[config.mk]
export PLATFORM = sky130hd
export DESIGN_NAME = dsp_irq_csr
export DESIGN_NICKNAME = d
export VERILOG_FILES = /design/src/rtl/dsp_irq_pkg.sv /design/src/rtl/irq_status_bank.sv /design/src/rtl/ctrl_field_bank.sv /design/src/rtl/write_side_fx.sv /design/src/rtl/irq_reduce.sv /design/src/rtl/dsp_irq_csr.sv
export SDC_FILE = /design/constraint.sdc
export NUM_CORES = 1
export LEC_CHECK = 0
export BUFFER_PORTS_ARGS = -buffer_cell sky130_fd_sc_hd__buf_2
export CAP_MARGIN = 0
export CORE_MARGIN = 2
export CORE_UTILIZATION = 26
export CTS_CLUSTER_DIAMETER = 200
export DETAILED_ROUTE_END_ITERATION = 6
export PLACE_DENSITY = 0.59
export SLEW_MARGIN = 20
export SYNTH_ARGS = -nofsm -noshare
export SYNTH_HDL_FRONTEND = slang
export SYNTH_SLANG_ARGS = --single-unit
[constraint.sdc]
create_clock -name clk -period 1 [get_ports clk]
set_clock_uncertainty 0.2 [all_clocks]
set_input_delay 0.1 -clock clk [delete_from_list [all_inputs] [get_ports clk]]
set_output_delay 0.1 -clock clk [all_outputs]
set_load 0.02 [all_outputs]
[src/rtl/dsp_irq_pkg.sv]
// Package: shared layout constants for the DSP interrupt control register.
// Assumes a fixed 16-bit word; source k has status at 3+2k and mask at 4+2k.
package dsp_irq_pkg;
    localparam int REG_W     = 16;
    localparam int NUM_SRC   = 3;
    localparam int BIT_RST   = 0;
    localparam int BIT_AINT  = 1;
    localparam int BIT_HALT  = 2;
    localparam int BIT_BUSY  = 9;
    localparam int BIT_INIT  = 10;
    localparam int BIT_ICODE = 11;
    localparam int PAD_LO    = 12;
    localparam int PAD_W     = REG_W - PAD_LO;
    localparam logic [REG_W-1:0] RESET_VAL = 16'h0004;

    // Status bit position of interrupt source k.
    function automatic int stat_pos(input int k);
        return 3 + 2 * k;
    endfunction

    // Mask bit position of interrupt source k (always one above its status).
    function automatic int mask_pos(input int k);
        return stat_pos(k) + 1;
    endfunction
endpackage

[src/rtl/irq_status_bank.sv]
// Module: status flags of the interrupt sources.
// Each flag is set by its event pulse and cleared by a write of 1.
// When both happen in one cycle the event wins, so no event is lost.
// Also exposes the next-state value so the interrupt can be registered in step.
module irq_status_bank
    import dsp_irq_pkg::*;
#(
    parameter int N = NUM_SRC
) (
    input  logic         clk,
    input  logic         rst_n,
    input  logic         wr_en,
    input  logic [N-1:0] clr_bits,
    input  logic [N-1:0] set_bits,
    output logic [N-1:0] stat_q,
    output logic [N-1:0] stat_d
);
    for (genvar g = 0; g < N; g++) begin : g_src
        // Next state: clear on a write of 1, then set on an event.
        always_comb begin
            stat_d[g] = stat_q[g];
            if (wr_en && clr_bits[g]) stat_d[g] = 1'b0;
            if (set_bits[g])          stat_d[g] = 1'b1;
        end

        // Flag storage.
        always_ff @(posedge clk) begin
            if (!rst_n) stat_q[g] <= 1'b0;
            else        stat_q[g] <= stat_d[g];
        end
    end
endmodule

[src/rtl/ctrl_field_bank.sv]
// Module: bits that software writes directly (masks, DSP control bits, padding),
// plus the read-only DMA busy mirror. The reset value has only halt set.
// Assumes that a write carries the whole word.
module ctrl_field_bank
    import dsp_irq_pkg::*;
#(
    parameter int N = NUM_SRC
) (
    input  logic             clk,
    input  logic             rst_n,
    input  logic             wr_en,
    input  logic [N-1:0]     wr_mask,
    input  logic [4:0]       wr_ctl,
    input  logic [PAD_W-1:0] wr_pad,
    input  logic             dma_busy_i,
    output logic [N-1:0]     mask_q,
    output logic [N-1:0]     mask_d,
    output logic [4:0]       ctl_q,
    output logic [PAD_W-1:0] pad_q,
    output logic             busy_q
);
    // ctl order: {icode, init, halt, aint, rst}
    localparam logic [4:0] CTL_RST = 5'b00100;

    // Next mask value, needed by the interrupt register in the same cycle.
    always_comb mask_d = wr_en ? wr_mask : mask_q;

    // Mask, control and padding storage.
    always_ff @(posedge clk) begin
        if (!rst_n) begin
            mask_q <= '0;
            ctl_q  <= CTL_RST;
            pad_q  <= '0;
        end else begin
            mask_q <= mask_d;
            if (wr_en) begin
                ctl_q <= wr_ctl;
                pad_q <= wr_pad;
            end
        end
    end

    // Busy mirror; not writable.
    always_ff @(posedge clk) begin
        if (!rst_n) busy_q <= 1'b0;
        else        busy_q <= dma_busy_i;
    end
endmodule

[src/rtl/write_side_fx.sv]
// Module: one-cycle pulses caused by a write: padding error and audio DMA clear.
// Assumes wr_en lasts one cycle per write.
module write_side_fx
    import dsp_irq_pkg::*;
(
    input  logic             clk,
    input  logic             rst_n,
    input  logic             wr_en,
    input  logic             wr_rst_bit,
    input  logic [PAD_W-1:0] wr_pad,
    output logic             pad_err_o,
    output logic             aud_clr_o
);
    // Register the pulses so they appear in the cycle after the write.
    always_ff @(posedge clk) begin
        if (!rst_n) begin
            pad_err_o <= 1'b0;
            aud_clr_o <= 1'b0;
        end else begin
            pad_err_o <= wr_en && (|wr_pad);
            aud_clr_o <= wr_en && wr_rst_bit;
        end
    end
endmodule

[src/rtl/irq_reduce.sv]
// Module: registered interrupt request, the OR of enabled, active sources.
// Takes next-state status and mask so it changes on the same edge as the register.
module irq_reduce
    import dsp_irq_pkg::*;
#(
    parameter int N = NUM_SRC
) (
    input  logic         clk,
    input  logic         rst_n,
    input  logic [N-1:0] stat_d,
    input  logic [N-1:0] mask_d,
    output logic         irq_o
);
    // Interrupt flop.
    always_ff @(posedge clk) begin
        if (!rst_n) irq_o <= 1'b0;
        else        irq_o <= |(stat_d & mask_d);
    end
endmodule

[src/rtl/dsp_irq_csr.sv]
// Module: top of the DSP interrupt control/status register.
// Splits the written word into fields, instantiates the banks, and reassembles the read value.
// Assumes evt_vec is aligned to register bit positions; only status positions are used.
module dsp_irq_csr
    import dsp_irq_pkg::*;
(
    input  logic             clk,
    input  logic             rst_n,
    input  logic             wr_en,
    input  logic [REG_W-1:0] wr_data,
    input  logic [REG_W-1:0] evt_vec,
    input  logic             dma_busy_i,
    output logic [REG_W-1:0] csr_q,
    output logic             irq_o,
    output logic             pad_err_o,
    output logic             aud_clr_o
);
    logic [NUM_SRC-1:0] clr_bits, set_bits, wr_mask;
    logic [NUM_SRC-1:0] stat_q, stat_d, mask_q, mask_d;
    logic [4:0]         wr_ctl, ctl_q;
    logic [PAD_W-1:0]   wr_pad, pad_q;
    logic               busy_q;
    logic               unused_bits;

    // Pick out the per-source fields.
    for (genvar g = 0; g < NUM_SRC; g++) begin : g_fields
        assign clr_bits[g] = wr_data[stat_pos(g)];
        assign set_bits[g] = evt_vec[stat_pos(g)];
        assign wr_mask[g]  = wr_data[mask_pos(g)];
    end

    assign wr_ctl = {wr_data[BIT_ICODE], wr_data[BIT_INIT], wr_data[BIT_HALT],
                     wr_data[BIT_AINT], wr_data[BIT_RST]};
    assign wr_pad = wr_data[REG_W-1:PAD_LO];
    // Bits that are not used on purpose: the busy position of a write, and non-status events.
    assign unused_bits = ^{wr_data[BIT_BUSY], evt_vec[2:0], evt_vec[4], evt_vec[6],
                           evt_vec[REG_W-1:8]};

    irq_status_bank #(.N(NUM_SRC)) u_stat (
        .clk(clk), .rst_n(rst_n), .wr_en(wr_en),
        .clr_bits(clr_bits), .set_bits(set_bits),
        .stat_q(stat_q), .stat_d(stat_d)
    );

    ctrl_field_bank #(.N(NUM_SRC)) u_ctrl (
        .clk(clk), .rst_n(rst_n), .wr_en(wr_en),
        .wr_mask(wr_mask), .wr_ctl(wr_ctl), .wr_pad(wr_pad),
        .dma_busy_i(dma_busy_i),
        .mask_q(mask_q), .mask_d(mask_d), .ctl_q(ctl_q), .pad_q(pad_q), .busy_q(busy_q)
    );

    write_side_fx u_fx (
        .clk(clk), .rst_n(rst_n), .wr_en(wr_en),
        .wr_rst_bit(wr_data[BIT_RST]), .wr_pad(wr_pad),
        .pad_err_o(pad_err_o), .aud_clr_o(aud_clr_o)
    );

    irq_reduce #(.N(NUM_SRC)) u_irq (
        .clk(clk), .rst_n(rst_n), .stat_d(stat_d), .mask_d(mask_d), .irq_o(irq_o)
    );

    // Reassemble the read value.
    always_comb begin
        csr_q = '0;
        csr_q[BIT_RST]   = ctl_q[0];
        csr_q[BIT_AINT]  = ctl_q[1];
        csr_q[BIT_HALT]  = ctl_q[2];
        csr_q[BIT_INIT]  = ctl_q[3];
        csr_q[BIT_ICODE] = ctl_q[4];
        csr_q[BIT_BUSY]  = busy_q;
        csr_q[REG_W-1:PAD_LO] = pad_q;
        for (int k = 0; k < NUM_SRC; k++) begin
            csr_q[stat_pos(k)] = stat_q[k];
            csr_q[mask_pos(k)] = mask_q[k];
        end
    end
endmodule

# == Word level (Yosys, flattened, before mapping) ==
# Cells that the tools add are included.
# Widths: inputs -> output; s select.
# word_totals
reg_bits,19
out_inout_bits,19
# op_classes
muxes,7
bitwise_logic,1
reduce_logical,7
# ops
cell,count
$mux 1,6
$logic_and 1x1->1,5
$reduce_or 4->1,1
$and 3x3->3,1
$mux 3,1
$reduce_or 3->1,1

# == Logic depth before layout (Yosys ltp) ==
# depth
ltp_word,5
mapped_depth,4

# == By module ==
# Synthesis repeated with hierarchy kept, for this count alone.
# hier_totals
cells_unflattened,65
hier_area_um2,734.5
# by_module_without_submodules
module,instances,cells_each,area_each_um2
ctrl_field_bank,1,40,484.2
irq_status_bank,1,15,140.1
write_side_fx,1,6,66.3
irq_reduce,1,3,36.3
dsp_irq_csr,1,1,7.5

# == Worst setup path after synthesis ==
# OpenSTA, ideal clock, no wires.
# synth_timing
kind,register to register
from,reg u_ctrl.mask_q[0]
to,reg u_irq.irq_o
t_arrival_ps,904
t_required_ps,705
slack_ps,-199
path_stages_with_launch,4
cell_sequence,dfxtp_1 > mux2i_1 > a311o_1 > o311ai_1
# synth_between
elab_chain_len,3
# synth_lines
element,line,rtl
"start, declared",ctrl_field_bank.sv:16,"output logic [N-1:0] mask_q,"
"start signal, assigned",ctrl_field_bank.sv:35,mask_q <= mask_d;
$mux 3,ctrl_field_bank.sv:26,always_comb mask_d = wr_en ? wr_mask : mask_q;
$and 3x3->3,irq_reduce.sv:17,else irq_o <= |(stat_d & mask_d);
$reduce_or 3->1,irq_reduce.sv:17,
"end signal, assigned",irq_reduce.sv:17,
"end, declared",irq_reduce.sv:12,output logic irq_o
# No other way between the ends.
# A chain may end at the register's enable or synchronous reset.

# == Worst setup path in the final report ==
# layout_timing
from,reg u_ctrl.mask_q[1]
to,reg u_irq.irq_o
# Same word-level chain as after synthesis.

==> results.rst <==
.. list-table::
   :header-rows: 1

   * - Metric
     - Value
   * - Root buffer cell
     - sky130_fd_sc_hd__clkbuf_4
   * - WHS
     - -0.1938 ns
   * - Tot GR Track Use
     - 12.35%
   * - Average size of a mapped cell
     - 10.43 um2
   * - Kind of critical path
     - reg -> reg
   * - DRT antenna net count
     - 0
   * - Hold WC Path Type
     - in -> reg
   * - CTS buffer count
     - 3
   * - Seq pwr share
     - between 50 and 60%
   * - Internal portion of total power
     - about 1200 uW
   * - Total cell area at the placement stage
     - ~950 um2
   * - Total of warnings raised by yosys
     - 0
   * - Met1 Use GR
     - between 10% and 20%
   * - Sequential area share after synthesis
     - about 56%
   * - Cell type with the highest aggregate area in the netlist
     - sky130_fd_sc_hd__dfxtp_1
   * - Synthesized instance count
     - 65
   * - Vias in the first global route
     - between 700 and 800
   * - Final period demand of the worst path
     - ~1.1 ns
   * - Comb power frac
     - around a quarter
   * - Static Leak
     - 0.0006128 uW
   * - Starting Density
     - a little over a quarter
   * - Length of the first detailed-routing pass in iterations
     - 4
   * - Setup slack of the worst register-to-register path
     - -0.13 ns
   * - Drt wl/cell
     - approximately 11 um
   * - Maximum number of pins on one net before global-route repair
     - 11
   * - Max Fanout on Critical Path
     - 2
   * - Final count of pins violating max slew
     - 0
   * - Result of the run
     - finished with violations
   * - Deepest level of the CTS H-tree
     - 1
   * - Largest cells by area after synthesis
     - sky130_fd_sc_hd__dfxtp_1 56%, sky130_fd_sc_hd__mux2i_1 16%, sky130_fd_sc_hd__nor2_1 7.7%, sky130_fd_sc_hd__buf_4 2.2%, sky130_fd_sc_hd__and2_1 1.8%
   * - Category of the worst setup path launch point
     - register
   * - Register bit count reported by yosys
     - 19
   * - Number of top-level design ports
     - 55
   * - Sinks on Clock Net
     - 19
   * - Initial antenna violation count
     - 0
   * - WP data arrival
     - 1.10 ns
   * - Violation count after the first detailed-route iteration
     - 7
   * - Syn Std Cell Area
     - around 680 um2
   * - Measured slew at the worst slew-check pin
     - between 0.2 and 0.25 ns
   * - Layout overhead on the synthesized area
     - 87.45%
   * - Clk network pwr share
     - 23.8%
   * - TritonCTS clock tree
     - built
   * - Area fraction of the dominant cell type after synthesis
     - ~56%
   * - HPWL after detailed placement
     - roughly 1200 um
   * - Standard cell core area
     - between 2000 and 2500 um2
   * - Worst path setup slack after routing
     - -0.1321 ns
   * - Total negative setup slack
     - -1.281 ns
   * - Violations in the final reports
     - negative hold slack, negative setup slack
   * - Largest vdd supply drop
     - approximately 0.00057 V
   * - Highest Clock Rate
     - ~0.88 GHz
   * - Pwr Density
     - ~1300 nW/um2
   * - Final hold violations
     - 9
   * - Final critical-path share of the clock period
     - 113.2%
   * - Net Switching
     - around 420 uW
   * - DR vias
     - ~680
   * - Met3 routing resource usage after global routing
     - 2.151%
   * - Slew margin rel.
     - a little over four fifths
   * - RD Place Congestion
     - 0.6628
   * - Layer with the highest usage
     - met2
   * - Switch share
     - approximately a quarter
   * - Via-to-Cell Ratio
     - 4.306
   * - Worst-Skew Late Latency
     - 0.29 ns
   * - Critical Path Sink Type
     - register
   * - Net count after synthesis
     - ~100
   * - NumNets Final
     - between 150 and 200
   * - Routed Wire Length
     - about 1700 um
   * - Share of post-route cells with drive strength above 1
     - approximately three fifths
   * - WP data required
     - between 0.9 and 1 ns
   * - Area of the die
     - between 3000 and 4000 um2
   * - Met2 usage in global routing
     - 22.82%
   * - Clock transition at the register clock pins on the worst setup and hold paths after CTS
     - ~0.10 ns
   * - Core occupancy in the finished layout
     - roughly half
   * - CTS Buffer Depth
     - 2
   * - Final setup violation count
     - 22
   * - ANT cells
     - 0
   * - Input/output buffers
     - 40
   * - # rows
     - 18
   * - Unrepaired setup endpoints after global routing
     - yes
   * - Vertical die dimension
     - between 50 and 60 um
   * - Max capacitance violation total
     - 0
   * - Global-route wire length before repair
     - 2718 um
   * - Residual DRC count
     - 0
   * - Aggregate global routing overflow
     - 0
   * - Number of unique standard cell types used by synthesis
     - 19
   * - Area of all placed cells without fillers
     - about 1300 um2
   * - Die width
     - 55.07 um
[Yosys cell counts]
library cell / count
sky130_fd_sc_hd__and2_1: 2
sky130_fd_sc_hd__a21boi_0: 1
sky130_fd_sc_hd__dfxtp_1: 19
sky130_fd_sc_hd__and3_1: 1
sky130_fd_sc_hd__o311ai_1: 1
sky130_fd_sc_hd__nor4_1: 1
sky130_fd_sc_hd__nor2_1: 14
sky130_fd_sc_hd__a311o_1: 1
sky130_fd_sc_hd__o211ai_1: 1
sky130_fd_sc_hd__o21ai_0: 1
sky130_fd_sc_hd__nand2_1: 3
sky130_fd_sc_hd__a21oi_1: 1
sky130_fd_sc_hd__a31oi_1: 1
sky130_fd_sc_hd__buf_4: 2
sky130_fd_sc_hd__inv_1: 2
sky130_fd_sc_hd__mux2i_1: 11
sky130_fd_sc_hd__clkbuf_1: 1
sky130_fd_sc_hd__buf_6: 1
sky130_fd_sc_hd__mux2_2: 1
[flip-flops by register name (all words and copies together), names as in the netlist]
| signal | cells |
|---|---|
| u_fx.aud_clr_o | 1 |
| u_ctrl.busy_q | 1 |
| u_ctrl.mask_q | 3 |
| u_ctrl.pad_q | 4 |
| u_irq.irq_o | 1 |
| u_ctrl.ctl_q | 5 |
| u_fx.pad_err_o | 1 |
| u_stat.stat_q | 3 |
[per-stage QoR]
stage          std cells  worst slack [ns]  total power, uW
2_1_floorplan         65           -0.1166            997.2
3_3_place_gp         138           -0.1257             1114
3_5_place_dp         138           -0.1401             1118
4_1_cts              156           -0.1283             1607
5_1_grt              157           -0.1657             1702
6_report             157           -0.1321             1606
[final timing paths]
check                                             startpoint                            to  cells after the start
worst min-delay path                              wr_data[3]   u_stat.stat_q[0]$_SDFF_PN0_                      2
worst max-delay path             u_ctrl.mask_q[1]$_SDFF_PN0_        u_irq.irq_o$_SDFF_PN0_                      3
worst max register to register   u_ctrl.mask_q[1]$_SDFF_PN0_        u_irq.irq_o$_SDFF_PN0_                      3
worst min register to register  u_ctrl.ctl_q[2]$_SDFFE_PN1P_  u_ctrl.ctl_q[2]$_SDFFE_PN1P_                      2
[cell type report]
cell class              count  area, um2
clock buffers               4      26.28
fillers                   241       1206
inverters                   2      7.507
multi-input cells          40      284.0
flip-flops and latches     19      407.9
well taps                  30      37.54
repair buffers             62      508.0
[power by group through the flow]
stage	Combinational (uW)	Sequential [uW]	Clock, uW
floorplan	98.7	899	0
global placement	276	838	0
detailed placement	277	841	0
CTS	372	840	395
global route	417	849	436
finish	383	842	382
[routing by layer]
layer	up-vias	share of wire (%)
li1	342	-
met1	308	43
met2	26	49
met3	0	8.4
met4	0	0
met5	-	0
[cells by family after synthesis]
family / Yosys count / share of synthesized area (%)
and+or+nand+nor: 21 / 13.10
DFF: 19 / 56.09
muxes: 12 / 17.90
AOI/OAI and AO/OA: 7 / 7.380
buffers and inverters: 6 / 5.534
[critical path, stage by stage (launching register included)]
cell and delay (ns):
sky130_fd_sc_hd__dfxtp_4 0.35, sky130_fd_sc_hd__mux2_4 0.27, sky130_fd_sc_hd__o211ai_1 0.08, sky130_fd_sc_hd__o311ai_1 0.12
[cells in the final DEF (no fill, tap or decap)]
cell	Yosys	layout
sky130_fd_sc_hd__a21boi_2	0	1
sky130_fd_sc_hd__a21oi_1	1	1
sky130_fd_sc_hd__a311o_1	1	1
sky130_fd_sc_hd__a31oi_1	1	1
sky130_fd_sc_hd__and2_1	2	2
sky130_fd_sc_hd__and3_1	1	1
sky130_fd_sc_hd__buf_2	0	22
sky130_fd_sc_hd__buf_4	2	10
sky130_fd_sc_hd__buf_6	1	18
sky130_fd_sc_hd__clkbuf_1	1	1
sky130_fd_sc_hd__clkbuf_4	0	3
sky130_fd_sc_hd__dfxtp_1	19	1
sky130_fd_sc_hd__dfxtp_2	0	16
sky130_fd_sc_hd__dfxtp_4	0	2
sky130_fd_sc_hd__dlygate4sd3_1	0	12
sky130_fd_sc_hd__inv_1	2	2
sky130_fd_sc_hd__mux2_4	0	1
sky130_fd_sc_hd__mux2i_1	11	10
sky130_fd_sc_hd__mux2i_2	0	1
sky130_fd_sc_hd__nand2_1	3	3
sky130_fd_sc_hd__nor2_1	14	13
sky130_fd_sc_hd__nor2_2	0	1
sky130_fd_sc_hd__nor4_2	0	1
sky130_fd_sc_hd__o211ai_1	1	1
sky130_fd_sc_hd__o21ai_2	0	1
sky130_fd_sc_hd__o311ai_1	1	1
[repair_timing]
action	4_1_cts	5_1_grt
hold endpoints to repair	19	10
pin swaps	0	2
hold buffers	13	1
setup buffers	1	2
setup endpoints to repair	21	26
resized for setup	49	7
(Power assumes the default switching activity.)
